## src/rtl/fvo_pkg.sv

```systemverilog
package fvo_pkg;
  localparam int FID_LSB    = 0;
  localparam int VID_LSB    = 8;
  localparam int FSTB_BIT   = 16;
  localparam int VSTB_BIT   = 17;
  localparam int RATIO_BIT  = 20;
  localparam int SETTLE_LSB = 32;
  localparam int MULT_W     = 8;

  typedef enum logic [1:0] {
    ST_IDLE   = 2'd0,
    ST_FIRST  = 2'd1,
    ST_SECOND = 2'd2
  } fvo_state_e;
endpackage

```

## src/rtl/fvo_mult_lut.sv

```systemverilog
module fvo_mult_lut
  import fvo_pkg::*;
#(
  parameter int CODE_W = 5
) (
  input  logic [CODE_W-1:0] code_i,
  output logic [MULT_W-1:0] mult_o
);
  localparam int NUM_CODES = 1 << CODE_W;

  // ten times the multiplier; 0 marks an unusable code
  always_comb begin
    int c;
    c = int'(code_i);
    if (c < 4)              mult_o = MULT_W'(110 + 5 * c);
    else if (c < 16)        mult_o = MULT_W'(50 + 5 * (c - 4));
    else if (c >= NUM_CODES) mult_o = '0;
    else begin
      case (c)
        16: mult_o = MULT_W'(30);
        17: mult_o = MULT_W'(190);
        18: mult_o = MULT_W'(40);
        19: mult_o = MULT_W'(200);
        20: mult_o = MULT_W'(130);
        21: mult_o = MULT_W'(135);
        22: mult_o = MULT_W'(140);
        23: mult_o = MULT_W'(210);
        24: mult_o = MULT_W'(150);
        25: mult_o = MULT_W'(225);
        26: mult_o = MULT_W'(160);
        27: mult_o = MULT_W'(165);
        28: mult_o = MULT_W'(170);
        29: mult_o = MULT_W'(180);
        default: mult_o = '0;
      endcase
    end
  end
endmodule

```

## src/rtl/fvo_cmd_build.sv

```systemverilog
module fvo_cmd_build
  import fvo_pkg::*;
#(
  parameter int FID_W    = 5,
  parameter int VID_W    = 5,
  parameter int SETTLE_W = 20,
  parameter int CTL_W    = 64
) (
  input  logic [FID_W-1:0]    fid_i,
  input  logic [VID_W-1:0]    vid_i,
  input  logic [SETTLE_W-1:0] settle_i,
  input  logic                ratio_i,
  input  logic                fstb_i,
  input  logic                vstb_i,
  output logic [CTL_W-1:0]    word_o
);
  always_comb begin
    word_o = '0;
    word_o[FID_LSB +: FID_W]       = fid_i;
    word_o[VID_LSB +: VID_W]       = vid_i;
    word_o[FSTB_BIT]               = fstb_i;
    word_o[VSTB_BIT]               = vstb_i;
    word_o[RATIO_BIT]              = ratio_i;
    word_o[SETTLE_LSB +: SETTLE_W] = settle_i;
  end
endmodule

```

## src/rtl/fvo_seq.sv

```systemverilog
module fvo_seq
  import fvo_pkg::*;
#(
  parameter int FID_W    = 5,
  parameter int VID_W    = 5,
  parameter int SETTLE_W = 20
) (
  input  logic                clk_i,
  input  logic                rst_ni,
  input  logic                req_valid_i,
  output logic                req_ready_o,
  input  logic [FID_W-1:0]    req_fid_i,
  input  logic [VID_W-1:0]    req_vid_i,
  input  logic [FID_W-1:0]    cur_fid_i,
  input  logic [VID_W-1:0]    cur_vid_i,
  input  logic [SETTLE_W-1:0] settle_i,
  input  logic                ratio_i,
  input  logic                errata_i,
  input  logic [MULT_W-1:0]   tgt_mult_i,
  input  logic [MULT_W-1:0]   cur_mult_i,
  output logic                wr_valid_o,
  input  logic                wr_ready_i,
  output logic [FID_W-1:0]    fid_o,
  output logic [VID_W-1:0]    vid_o,
  output logic [SETTLE_W-1:0] settle_o,
  output logic                ratio_o,
  output logic                fstb_o,
  output logic                vstb_o,
  output logic                busy_o,
  output logic                done_o,
  output logic                irq_mask_o
);
  fvo_state_e state_q;
  logic freq_first_q, need2_q, done_q, irq_q;

  logic accept, fid_same, vid_same, noop, going_down, need2, wr_fire;

  assign accept     = req_valid_i && (state_q == ST_IDLE);
  assign fid_same   = (req_fid_i == cur_fid_i);
  assign vid_same   = (req_vid_i == cur_vid_i);
  assign noop       = fid_same && vid_same;
  assign going_down = (tgt_mult_i < cur_mult_i);
  assign need2      = going_down ? !vid_same : !fid_same;
  assign wr_fire    = wr_valid_o && wr_ready_i;

  always_ff @(posedge clk_i or negedge rst_ni) begin
    if (!rst_ni) begin
      state_q      <= ST_IDLE;
      freq_first_q <= 1'b0;
      need2_q      <= 1'b0;
      done_q       <= 1'b0;
      irq_q        <= 1'b0;
      fid_o        <= '0;
      vid_o        <= '0;
      settle_o     <= '0;
      ratio_o      <= 1'b0;
    end else begin
      done_q <= 1'b0;
      unique case (state_q)
        ST_IDLE: begin
          if (accept) begin
            if (noop) begin
              done_q <= 1'b1;
            end else begin
              state_q      <= ST_FIRST;
              freq_first_q <= going_down;
              need2_q      <= need2;
              irq_q        <= errata_i;
              fid_o        <= req_fid_i;
              vid_o        <= req_vid_i;
              settle_o     <= settle_i;
              ratio_o      <= ratio_i;
            end
          end
        end
        ST_FIRST: begin
          if (wr_fire) begin
            if (need2_q) begin
              state_q <= ST_SECOND;
            end else begin
              state_q <= ST_IDLE;
              done_q  <= 1'b1;
              irq_q   <= 1'b0;
            end
          end
        end
        ST_SECOND: begin
          if (wr_fire) begin
            state_q <= ST_IDLE;
            done_q  <= 1'b1;
            irq_q   <= 1'b0;
          end
        end
        default: state_q <= ST_IDLE;
      endcase
    end
  end

  assign req_ready_o = (state_q == ST_IDLE);
  assign busy_o      = (state_q != ST_IDLE);
  assign wr_valid_o  = (state_q == ST_FIRST) || (state_q == ST_SECOND);
  assign fstb_o      = ((state_q == ST_FIRST) && freq_first_q) ||
                       ((state_q == ST_SECOND) && !freq_first_q);
  assign vstb_o      = ((state_q == ST_FIRST) && !freq_first_q) ||
                       ((state_q == ST_SECOND) && freq_first_q);
  assign done_o      = done_q;
  assign irq_mask_o  = irq_q;

  p_noop_done_r1: assert property (@(posedge clk_i) disable iff (!rst_ni)
    (accept && noop) |=> (done_o && !wr_valid_o));

  p_freq_first_r2: assert property (@(posedge clk_i) disable iff (!rst_ni)
    (accept && !noop && going_down) |=> (fstb_o && !vstb_o));

  p_volt_first_r3: assert property (@(posedge clk_i) disable iff (!rst_ni)
    (accept && !noop && !going_down) |=> (vstb_o && !fstb_o));

  p_one_strobe_r4: assert property (@(posedge clk_i) disable iff (!rst_ni)
    wr_valid_o |-> ($countones({fstb_o, vstb_o}) == 1));

  p_irq_on_r7: assert property (@(posedge clk_i) disable iff (!rst_ni)
    (accept && !noop && errata_i) |=> irq_mask_o);

  p_hold_r8: assert property (@(posedge clk_i) disable iff (!rst_ni)
    (wr_valid_o && !wr_ready_i) |=>
      (wr_valid_o && $stable({fstb_o, vstb_o, fid_o, vid_o, settle_o, ratio_o})));

  p_second_swaps_r8: assert property (@(posedge clk_i) disable iff (!rst_ni)
    ((state_q == ST_FIRST) && wr_fire && need2_q) |=>
      (wr_valid_o && (fstb_o != $past(fstb_o))));

  p_holdoff_r9: assert property (@(posedge clk_i) disable iff (!rst_ni)
    wr_valid_o |-> !req_ready_o);
endmodule

```

## src/rtl/fv_step_orderer.sv

```systemverilog
module fv_step_orderer
  import fvo_pkg::*;
#(
  parameter int FID_W    = 5,
  parameter int VID_W    = 5,
  parameter int SETTLE_W = 20,
  parameter int CTL_W    = 64
) (
  input  logic                clk_i,
  input  logic                rst_ni,
  input  logic                req_valid_i,
  output logic                req_ready_o,
  input  logic [FID_W-1:0]    req_fid_i,
  input  logic [VID_W-1:0]    req_vid_i,
  input  logic [FID_W-1:0]    cur_fid_i,
  input  logic [VID_W-1:0]    cur_vid_i,
  input  logic [SETTLE_W-1:0] settle_i,
  input  logic                ratio_sel_i,
  input  logic                errata_i,
  output logic                wr_valid_o,
  input  logic                wr_ready_i,
  output logic [CTL_W-1:0]    wr_data_o,
  output logic                busy_o,
  output logic                done_o,
  output logic                irq_mask_o
);
  localparam int NUM_LUT = 2;

  logic [FID_W-1:0]  lut_code [NUM_LUT];
  logic [MULT_W-1:0] lut_mult [NUM_LUT];

  assign lut_code[0] = req_fid_i;
  assign lut_code[1] = cur_fid_i;

  for (genvar gi = 0; gi < NUM_LUT; gi++) begin : g_lut
    fvo_mult_lut #(.CODE_W(FID_W)) u_lut (
      .code_i (lut_code[gi]),
      .mult_o (lut_mult[gi])
    );
  end

  logic [FID_W-1:0]    fid_q;
  logic [VID_W-1:0]    vid_q;
  logic [SETTLE_W-1:0] settle_q;
  logic                ratio_q, fstb, vstb;

  fvo_seq #(.FID_W(FID_W), .VID_W(VID_W), .SETTLE_W(SETTLE_W)) u_seq (
    .clk_i       (clk_i),
    .rst_ni      (rst_ni),
    .req_valid_i (req_valid_i),
    .req_ready_o (req_ready_o),
    .req_fid_i   (req_fid_i),
    .req_vid_i   (req_vid_i),
    .cur_fid_i   (cur_fid_i),
    .cur_vid_i   (cur_vid_i),
    .settle_i    (settle_i),
    .ratio_i     (ratio_sel_i),
    .errata_i    (errata_i),
    .tgt_mult_i  (lut_mult[0]),
    .cur_mult_i  (lut_mult[1]),
    .wr_valid_o  (wr_valid_o),
    .wr_ready_i  (wr_ready_i),
    .fid_o       (fid_q),
    .vid_o       (vid_q),
    .settle_o    (settle_q),
    .ratio_o     (ratio_q),
    .fstb_o      (fstb),
    .vstb_o      (vstb),
    .busy_o      (busy_o),
    .done_o      (done_o),
    .irq_mask_o  (irq_mask_o)
  );

  fvo_cmd_build #(.FID_W(FID_W), .VID_W(VID_W), .SETTLE_W(SETTLE_W), .CTL_W(CTL_W)) u_cmd (
    .fid_i    (fid_q),
    .vid_i    (vid_q),
    .settle_i (settle_q),
    .ratio_i  (ratio_q),
    .fstb_i   (fstb),
    .vstb_i   (vstb),
    .word_o   (wr_data_o)
  );

  p_idle_quiet_r7: assert property (@(posedge clk_i) disable iff (!rst_ni)
    !busy_o |-> !irq_mask_o);
endmodule

```

## config.mk

```make
export PLATFORM = sky130hd
export DESIGN_NAME = fv_step_orderer
export DESIGN_NICKNAME = d
export VERILOG_FILES = /design/src/rtl/fvo_pkg.sv /design/src/rtl/fvo_mult_lut.sv /design/src/rtl/fvo_cmd_build.sv /design/src/rtl/fvo_seq.sv /design/src/rtl/fv_step_orderer.sv
export SDC_FILE = /design/constraint.sdc
export NUM_CORES = 1
export LEC_CHECK = 0
export BUFFER_PORTS_ARGS = -buffer_cell sky130_fd_sc_hd__buf_2
export CORE_ASPECT_RATIO = 1.25
export CORE_MARGIN = 2
export CORE_UTILIZATION = 45
export DETAILED_ROUTE_END_ITERATION = 16
export PLACE_DENSITY = 0.81
export SLEW_MARGIN = 10
export SYNTH_ARGS = -nofsm -noshare
export SYNTH_HDL_FRONTEND = slang
export SYNTH_SLANG_ARGS = --single-unit
```

## constraint.sdc

```tcl
create_clock -name clk_i -period 4.43 [get_ports clk_i]
set_clock_uncertainty 0.15 [all_clocks]
set_input_delay 0.443 -clock clk_i [delete_from_list [all_inputs] [get_ports clk_i]]
set_output_delay 0.443 -clock clk_i [all_outputs]
set_load 0.02 [all_outputs]
```

# --- Word level (Yosys, flattened, before mapping) ---
# Memory sizes are Yosys's and may differ from the RTL's.
# Index checks and enable logic that the tools add are counted.
totals:
  out_inout_bits: 69
  mem_count: 2
  regBits: 37
  romBits: 512
  inputBits: 46
  wordCells: 78
classes:
  order_cmp: 5
  bitwise: 1
  add_sub_neg: 6
  n_eq_ne: 9
  mux: 23
  multipliers: 4
  reduce_logical: 19
mem_list:
  columns: ["name", "depth", "width", "rd", "rd_ports_with_merged_regs", "write_ports", "line_no", "text"]
  rows:
  - ["(no name shown)", 32, 8, 1, 0, 0, "fvo_mult_lut.sv:19", "case (c)"]
  - ["(no name shown)", 32, 8, 1, 0, 0, "fvo_mult_lut.sv:19", null]
ops:
  columns: ["operator", "count"]
  rows:
  - ["$mul A4 B32 Y8 const A", 2]
  - ["$mux W8", 4]
  - ["$add A7 B8 Y8 const A", 2]
  - ["$add A8 B8 Y8 const A", 2]
  - ["$mul A3 B5 Y8 const A", 2]
  - ["$sub A5 B3 Y6 const B", 2]
  - ["$mux W1", 11]
  - ["$eq A5 B5 Y1", 2]
  - ["$lt A5 B3 Y1 const B", 2]
  - ["$lt A5 B5 Y1 const B", 2]
  - ["$mux W2", 5]
  - ["$lt A8 B8 Y1", 1]
  - ["$logic_and A1 B1 Y1", 7]
  - ["$ne A2 B1 Y1 const B", 3]
  - ["$pmux W1 S3", 2]
  - ["$pmux W2 S3", 1]
  - ["$reduce_and A6 Y1", 1]
  - ["$ne A2 B2 Y1 const B", 2]
  - ["$reduce_and A4 Y1", 1]
  - ["$logic_not A1 Y1", 3]
  - ["$logic_or A1 B1 Y1", 3]
  - ["$reduce_and A3 Y1", 1]
  - ["$reduce_bool A3 Y1", 1]
  - ["$eq A2 B1 Y1 const B", 1]
  - ["4 further kinds", 4]

# --- Longest topological paths before layout ---
# Gate-level depths: netlist of run 1.
logic_depth:
  word_depth: 7
  depth_mapped: 20
  ltp_nobuf: 18

# --- Cells and area by module ---
# Synthesis of run 1 repeated with hierarchy kept, for this count alone.
hier_totals:
  hier_cells: 474
  hier_area_um2: 4514.3
modules_own_cells:
  columns: ["module", "cells_per_inst", "area_per_inst_um2", "seq_area_each_um2", "n_inst"]
  rows:
  - ["fvo_mult_lut", 130, 1017.2, 0.0, 2]
  - ["fvo_seq", 149, 1995.7, 925.9, 1]
  - ["fvo_cmd_build", 65, 484.2, 0.0, 1]

# --- Least setup slack after synthesis of run 1 ---
# Ideal clock, no wire load.
synth_timing:
  path_kind: "input port to flip-flop"
  startpoint: "input port cur_fid_i[3]"
  endpoint: "register u_seq.need2_q"
  path_buffers: 2
  slack_ns: -0.170
  setup_ns: 0.095
  cell_stages: 20
  t_arrival_ns: 4.355
  required_time_ns: 4.185
  path_cell_list: "clkbuf_1 -> clkbuf_1 -> inv_1 -> ha_1 -> ha_1 -> inv_1 -> fa_1 -> ha_1 -> ha_1 -> a21oi_1 -> o21ai_0 -> xnor2_1 -> o21ai_0 -> a21boi_0 -> ha_1 -> nand4_1 -> a21oi_1 -> nor3_1 -> a211oi_1 -> o31ai_1"
synth_via:
  elab_chain_len: 7
  elab_cells_between_ends: 17
  classes_between: "add/sub: 3; mul: 2; order compare: 3; eq/ne: 1; mux: 3; bitwise: 1; reduce/logical: 3; memory: 1"
synth_rtl:
  columns: ["element", "line_no", "text"]
  rows:
  - ["start: declaration", "fv_step_orderer.sv:15", "input logic [FID_W-1:0] cur_fid_i,"]
  - ["$sub A5 B3 Y6", "fvo_mult_lut.sv:16", "else if (c < 16) mult_o = MULT_W'(50 + 5 * (c - 4));"]
  - ["$mul A4 B32 Y8", "fvo_mult_lut.sv:16", null]
  - ["$add A7 B8 Y8", "fvo_mult_lut.sv:16", null]
  - ["$mux W8", "fvo_mult_lut.sv:16", null]
  - ["$mux W8", "fvo_mult_lut.sv:15", "if (c < 4) mult_o = MULT_W'(110 + 5 * c);"]
  - ["$lt A8 B8 Y1", "fvo_seq.sv:42", "assign going_down = (tgt_mult_i < cur_mult_i);"]
  - ["$mux W1", "fvo_seq.sv:43", "assign need2 = going_down ? !vid_same : !fid_same;"]
  - ["end signal: assignment", "fvo_seq.sv:67", "need2_q <= need2;"]
  - ["end: declaration", "fvo_seq.sv:34", "logic freq_first_q, need2_q, done_q, irq_q;"]
# Several ways; a longest one is shown, not always the timed one.
# A chain may end at the register's enable or synchronous reset.

# --- Final worst setup path of run 1 ---
# Same ends and word-level chain as after synthesis.

==> flow_summary_export.csv, run 1 <==
group,metric,value,unit
worst_hold_path,min_path_type,"primary input to asynchronous set/reset pin",
critical_path,ff2ff_setup_slack,1.98,ns
yosys,synth_edf_count,0,
power_and_ir_drop,p_int,1240,uW
critical_path,endpoint_kind,"flip-flop",
sta,finalSetupViolations,0,
die,core,8700,um^2
finish,final_cells,620,
critical_path,reg2regPathDepth,5,
yosys,synthDistinctLibCells,43,
finish,drive_gt1_share,26.4,%
critical_path,worst-setup-path-type,"primary input to flip-flop",
place,dp.cells,612,
finish,antennaDiodeCount,0,
critical_path,reg2reg_from,"u_seq.state_q[0]$_DFFE_PN0P_",
yosys,synth_area,4050,um^2
power_and_ir_drop,swShare,43.2,%
sta,period_share,92.3,%
yosys,ys_top_cells_by_area,"dfrtp_1, ha_1, mux2_4",
yosys,yosysWarnings,0,
die,io_pins,115,
place,routabilityCongestion,0.872,
clock_network,cts_buffers,5,
power_and_ir_drop,power_leakage,0.00236,uW
finish,syn_to_final_growth,11.7,%
yosys,synthMostInstantiatedCell,"ha_1",
clock_network,cts_tree,"built",
sta,slew_viol_final,0,
yosys,avgSynthCellArea,9.62,um^2
detailed_routing,vias,3152,
sta,setup_slack,0.341,ns
critical_path,cp_slowest_stage_delay,0.47,ns
detailed_routing,drt_iter0_drc,173,
yosys,synth_xor_area_share,6.49,%
sta,max_freq,245,MHz
detailed_routing,ant_nets,0,
power_and_ir_drop,seqPwrFrac,27.6,%
power_and_ir_drop,power.total,2180,uW
sta,worst_slew_margin_rel,36.0,%
yosys,synth.area.mux_share,13.2,%
clock_network,clkLatencyLatePin,0.29,ns
global_route,grt_max_degree,38,
power_and_ir_drop,ir_worst_vdd,0.000215,V
detailed_routing,avgViaCountPerCell,5.08,
finish,utilization,52.0,%
yosys,synth_simple_gate_area_share,7.57,%
yosys,async_flop_share,100,%
power_and_ir_drop,clkPwrFrac,10.0,%
detailed_routing,drt_pass1_iterations,4,
global_route,grt_pass1_vias,3053,
die,start_util,46.6,%
critical_path,cp_top_family,"adder cells",
critical_path,cp_data_arrival_time,4.13,ns
yosys,ys_seq_area_share,22.9,%
critical_path,crit_top_cell,"ha_1",
sta,rsz0062_at_grt,"false",
finish,fillers,783,
place,portBuffers,83,
clock_network,cts_buffer_depth,2,
die,dieArea,9780,um^2
critical_path,worst-path-buf-inv,3,
yosys,yosys-top-cells-count,"ha_1, dfrtp_1, buf_4",
flow_run,drv_cap,0,
detailed_routing,wl_per_cell,13.5,um
die,die_height,110,um
place,hpwl,6.81,mm
yosys,ys_ff_latch,37,
clock_network,root_buffer,"clkbuf_8",
clock_network,clock-sinks,37,
power_and_ir_drop,power_frac_comb,62.4,%
critical_path,startpoint_type,"primary input",
yosys,synthAdderAreaFrac,24.3,%
clock_network,htree_num_levels,2,
yosys,synth_top_family_by_area,"adder cells",
clock_network,ctsResizeCount,0,
critical_path,critPathSlowestCell,"fa_1",
global_route,grt_pass1_wl,13.1,mm
global_route,grt-ovfl-total,0,
die,dieWidth,88.9,um
critical_path,crit_chain,"buf_2 -> inv_1 -> ha_1 -> ha_1 -> inv_1 -> fa_1 -> ha_1 -> ha_1 -> a21oi_1 -> o21ai_0 -> xnor2_1 -> o21ai_0 -> a21boi_0 -> ha_1 -> nand4_1 -> a21oi_1 -> nor3_1 -> a211oi_1 -> o31ai_1",
clock_network,postCtsHoldBufs,0,
finish,final_nets,620,
yosys,synth_ff_type,"dfrtp_1",
sta,fin_setup_tns,0,ns
yosys,synth_top_area_share,22.9,%
detailed_routing,routed_wl,8.36,mm
yosys,synth_top_area_cell,"dfrtp_1",
yosys,synth_compound_area_share,14.1,%
sta,worst_slew_pin_slew,0.960,ns
clock_network,cts_setup_buffers,0,
sta,finalHoldViolations,0,
critical_path,required,4.47,ns
critical_path,reg2reg_to,"u_seq.settle_o[16]$_DFFE_PN0P_",
yosys,synthCells,421,
global_route,antenna_found_initial,0,
die,num_rows,38,
power_and_ir_drop,switchingPower,940,uW
global_route,grtUsageTotal,16.8,%
status,status,"finished, final reports clean",
clock_network,clk_pin_slew,0.07,ns
power_and_ir_drop,p_per_area,481,nW/um^2
sta,min_period,4.09,ns
place,pre_cts_ws,0.00478,ns
critical_path,path_max_fanout,5,
detailed_routing,drc,0,
[power groups by stage]
stage / registers, uW / clock network [uW] / logic [uW]
floorplan: 785 / 0 / 870
global route: 623 / 241 / 1480
detailed placement: 609 / 0 / 1360
finish: 601 / 218 / 1360
CTS: 603 / 224 / 1370
global placement: 592 / 0 / 1330
[cell families after synthesis]
family          count (synthesis)
other cells                     1
simple gates                   66
flops                          37
mux                            39
buf+inv                        81
xor+xnor                       30
fa+ha+maj                      75
compound gates                 92
[area by class of cell]
cell class              count  area, um^2  area share [%]
multi-input cells         333        2780            61.4
repair buffers             91         475            10.5
well taps                 120         150            3.32
clock buffers               8        80.1            1.77
inverters                  31         116            2.57
flip-flops and latches     37         926            20.5
[registers in the layout, summed over array words and instances (netlist names)]
| name | cells |
|---|---|
| u_seq.irq_mask_o | 1 |
| u_seq.need2_q | 1 |
| u_seq.fid_o | 5 |
| u_seq.state_q | 2 |
| u_seq.settle_o | 20 |
| u_seq.freq_first_q | 1 |
| u_seq.done_o | 1 |
| u_seq.vid_o | 5 |
| u_seq.ratio_o | 1 |
[worst max-delay path by stage]
stage | startpoint | cells after the start | slack [ns] | to
finish | cur_fid_i[3] | 19 | 0.34 | u_seq.need2_q$_DFFE_PN0P_
global route | cur_fid_i[3] | 19 | 0.02 | u_seq.need2_q$_DFFE_PN0P_
CTS | cur_fid_i[3] | 18 | 0.30 | u_seq.need2_q$_DFFE_PN0P_
detailed placement | cur_fid_i[3] | 18 | 0.005 | u_seq.need2_q$_DFFE_PN0P_
global placement | cur_fid_i[3] | 18 | 0.15 | u_seq.need2_q$_DFFE_PN0P_
floorplan | cur_fid_i[3] | 20 | 0.06 | u_seq.need2_q$_DFFE_PN0P_
[placed cells by master (no fill, tap or decap), types with 3 or more instances in the layout]
cell	count
a31oi_1	3
a21o_1	9
clkbuf_8	5
a21oi_1	33
mux2i_1	3
o21ai_0	18
nand2_1	23
mux2_4	27
xor2_1	10
a211oi_1	11
ha_1	69
buf_2	83
xnor2_1	20
nand3_1	9
mux2_2	7
inv_1	31
nand2b_1	4
clkbuf_1	3
o211ai_1	4
nor2b_1	5
conb_1	31
nor2_1	14
buf_4	8
dfrtp_1	37
nor3_1	4
fa_1	6
[routing by layer]
layer / global-route usage (%) / wire [um]
met4: 7.25 / 179
met1: 19.3 / 3520
met3: 1.64 / 546
met5: 0 / 0
met2: 31.0 / 4110
[metrics by stage]
| stage | area, um^2 | hold WS, ns |
|---|---|---|
| floorplan | 4170 | -0.00259 |
| global placement | 4450 | 0.318 |
| detailed placement | 4450 | 0.328 |
| CTS | 4530 | 0.116 |
| global route | 4530 | 0.150 |
| finish | 4530 | 0.0796 |
(Power assumes the default switching activity.)
==> run 2, diff against run 1 <==
--- a/config.mk
+++ b/config.mk
@@ -10,8 +10,9 @@
 export CORE_MARGIN = 2
 export CORE_UTILIZATION = 45
 export DETAILED_ROUTE_END_ITERATION = 16
-export PLACE_DENSITY = 0.81
+export PLACE_DENSITY = 0.79
 export SLEW_MARGIN = 10
 export SYNTH_ARGS = -nofsm -noshare
 export SYNTH_HDL_FRONTEND = slang
+export SYNTH_HIERARCHICAL = 1
 export SYNTH_SLANG_ARGS = --single-unit
==> flow_summary_export.csv, run 2 <==
group,metric,value,unit
status,status,"finished, final reports clean",
power_and_ir_drop,swShare,42.0,%
power_and_ir_drop,power_frac_comb,59.9,%
yosys,yosys-top-cells-count,"ha_1, buf_4, inv_1",
yosys,avgSynthCellArea,9.52,um^2
flow_run,drv_cap,0,
sta,worst_slew_margin_rel,47.7,%
global_route,grt_pass1_vias,3205,
critical_path,required,4.46,ns
clock_network,htree_num_levels,2,
sta,rsz0062_at_grt,"false",
finish,seq_area,926,um^2
clock_network,root_buffer,"clkbuf_16",
finish,fillers,894,
sta,finalHoldViolations,0,
sta,slew_viol_final,0,
sta,min_period,3.98,ns
critical_path,path_max_fanout,3,
yosys,synthMostInstantiatedCell,"ha_1",
sta,period_share,89.8,%
finish,reg_top3,"u_seq/settle_o (20), u_seq/fid_o (5), u_seq/vid_o (5)",
yosys,ys_top_cells_by_area,"dfrtp_1, ha_1, buf_4",
finish,largest-register,"u_seq/settle_o",
global_route,antenna_found_initial,0,
power_and_ir_drop,ir_worst_vdd,0.000280,V
detailed_routing,drt_iter0_drc,141,
finish,largest_reg_flops,20,
sta,worst_slew_pin_slew,0.784,ns
sta,finalSetupViolations,0,
yosys,synth_top_area_cell,"dfrtp_1",
clock_network,postCtsHoldBufs,0,
yosys,synth_area,4510,um^2
clock_network,cts_buffers,5,
yosys,synthDistinctLibCells,47,
power_and_ir_drop,p_int,1350,uW
power_and_ir_drop,power_leakage,0.00253,uW
clock_network,cts_buffer_depth,2,
clock_network,ctsResizeCount,0,
clock_network,clk_pin_slew,0.06,ns
die,num_rows,40,
clock_network,cts_tree,"built",
yosys,synth_ff_type,"dfrtp_1",
yosys,async_flop_share,100,%
global_route,grt_pass1_wl,14.0,mm
critical_path,worst-setup-path-type,"primary input to flip-flop",
detailed_routing,ant_nets,0,
global_route,grt-ovfl-total,0,
critical_path,reg2reg_from,"u_seq/state_q[0]$_DFFE_PN0P_",
finish,multiInputGateArea,2960,um^2
yosys,synthCells,474,
detailed_routing,drt_pass1_iterations,4,
global_route,grt_max_degree,38,
finish,drive_gt1_share,30.1,%
detailed_routing,wl_per_cell,13.6,um
finish,final_nets,654,
detailed_routing,routed_wl,8.89,mm
detailed_routing,drc,0,
power_and_ir_drop,switchingPower,975,uW
yosys,yosysWarnings,6,
die,dieWidth,93.6,um
finish,mostFrequentLayoutCells,"buf_2, ha_1, inv_1",
place,hpwl,7.17,mm
detailed_routing,avgViaCountPerCell,5.13,
power_and_ir_drop,seqPwrFrac,25.8,%
die,start_util,46.5,%
yosys,ys_seq_area_share,20.5,%
finish,antennaDiodeCount,0,
critical_path,endpoint_kind,"flip-flop",
critical_path,cp_data_arrival_time,4.01,ns
place,routabilityCongestion,0.874,
sta,max_freq,251,MHz
yosys,ys_ff_latch,37,
global_route,grtUsageTotal,15.5,%
die,core,9710,um^2
critical_path,cp-startpoint,"cur_fid_i[2]",
place,portBuffers,83,
finish,final_common_cell,"buf_2",
yosys,synth_edf_count,0,
power_and_ir_drop,p_per_area,479,nW/um^2
die,die_height,116,um
clock_network,cts_setup_buffers,0,
finish,final_area,4850,um^2
die,io_pins,115,
detailed_routing,vias,3363,
yosys,synth_top_area_share,20.5,%
finish,syn_to_final_growth,7.46,%
worst_hold_path,min_path_type,"primary input to asynchronous set/reset pin",
die,dieArea,10900,um^2
power_and_ir_drop,clkPwrFrac,14.2,%
place,place_area,4710,um^2
sta,fin_setup_tns,0,ns
clock_network,clock-sinks,37,
clock_network,clkLatencyLatePin,0.27,ns
critical_path,startpoint_type,"primary input",
## run 2: changes by cell type after synthesis, sizes merged, moves of 5 or more
cell and change:
ha +5, a21oi -13, inv +14, nor2 +9
buf +33, clkbuf -6, a31oi +5
## run 2: area by class of cell
type / count / share of cell area, %
clock buffers: 5 / 2.58
clock inverters: 3 / 0.361
multi-input cells: 345 / 61.0
well taps: 126 / 3.25
repair buffers: 94 / 10.3
flip-flops and latches: 37 / 19.1
inverters: 45 / 3.48
## run 2: per-layer routing
metal  GRT usage (%)  routed length, um
met5               0                  0
met4            4.06                 88
met3            2.21                540
met2            29.3               4560
met1            18.4               3700
## run 2: final timing paths
kind,end,slack (ns),depth (start not counted)
setup / recovery,u_seq/need2_q$_DFFE_PN0P_,0.45,20
hold / removal,u_seq/settle_o[10]$_DFFE_PN0P_,0.10,1
setup reg to reg,u_seq/settle_o[19]$_DFFE_PN0P_,1.87,6
hold reg to reg,u_seq/settle_o[11]$_DFFE_PN0P_,0.35,1
max in group asynchronous,u_seq/fid_o[3]$_DFFE_PN0P_,3.53,1
min in group clk_i,u_seq/settle_o[17]$_DFFE_PN0P_,0.25,2
## run 2: logic make-up (layout without fill, tap and decap cells)
family	count (synthesis)	count (layout)	share of synthesized area [%]
buf+inv	122	147	16.5
compound gates	94	94	14.6
fa+ha+maj	80	80	23.2
simple gates	75	75	8.07
mux	37	37	11.7
flops	37	37	20.5
xor+xnor	28	28	5.43
other cells	1	31	0.0831
## run 2: power groups by stage
stage	logic (uW)	registers [uW]	clock network [uW]
after floorplan	1290	590	0
after global placement	1360	595	0
after detailed placement	1390	604	0
after CTS	1400	601	342
after global routing	1510	617	363
final	1390	600	331
## run 2: per-stage QoR
step	hold slack, ns	util [%]	cells	power [uW]	worst slack [ns]
3_5_place_dp	0.339	48.5	647	1990	0.112
6_report	0.103	50.0	655	2320	0.451
3_3_place_gp	0.335	48.5	647	1950	0.213
5_1_grt	0.177	50.0	655	2490	0.0964
2_1_floorplan	-0.00259	-	504	1880	0.264
4_1_cts	0.135	50.0	655	2340	0.415
## run 2: critical path: stages
cell,delay [ns]
buf_2,0.09
inv_1,0.05
ha_1,0.19
ha_1,0.31
fa_1,0.54
inv_1,0.04
ha_1,0.29
ha_1,0.23
nor3_1,0.24
a211oi_2,0.11
xnor2_1,0.13
o21ai_1,0.10
a21boi_2,0.15
inv_1,0.05
ha_1,0.28
a21oi_1,0.12
o21ai_0,0.09
a41oi_1,0.27
nor2_1,0.08
o31ai_1,0.21
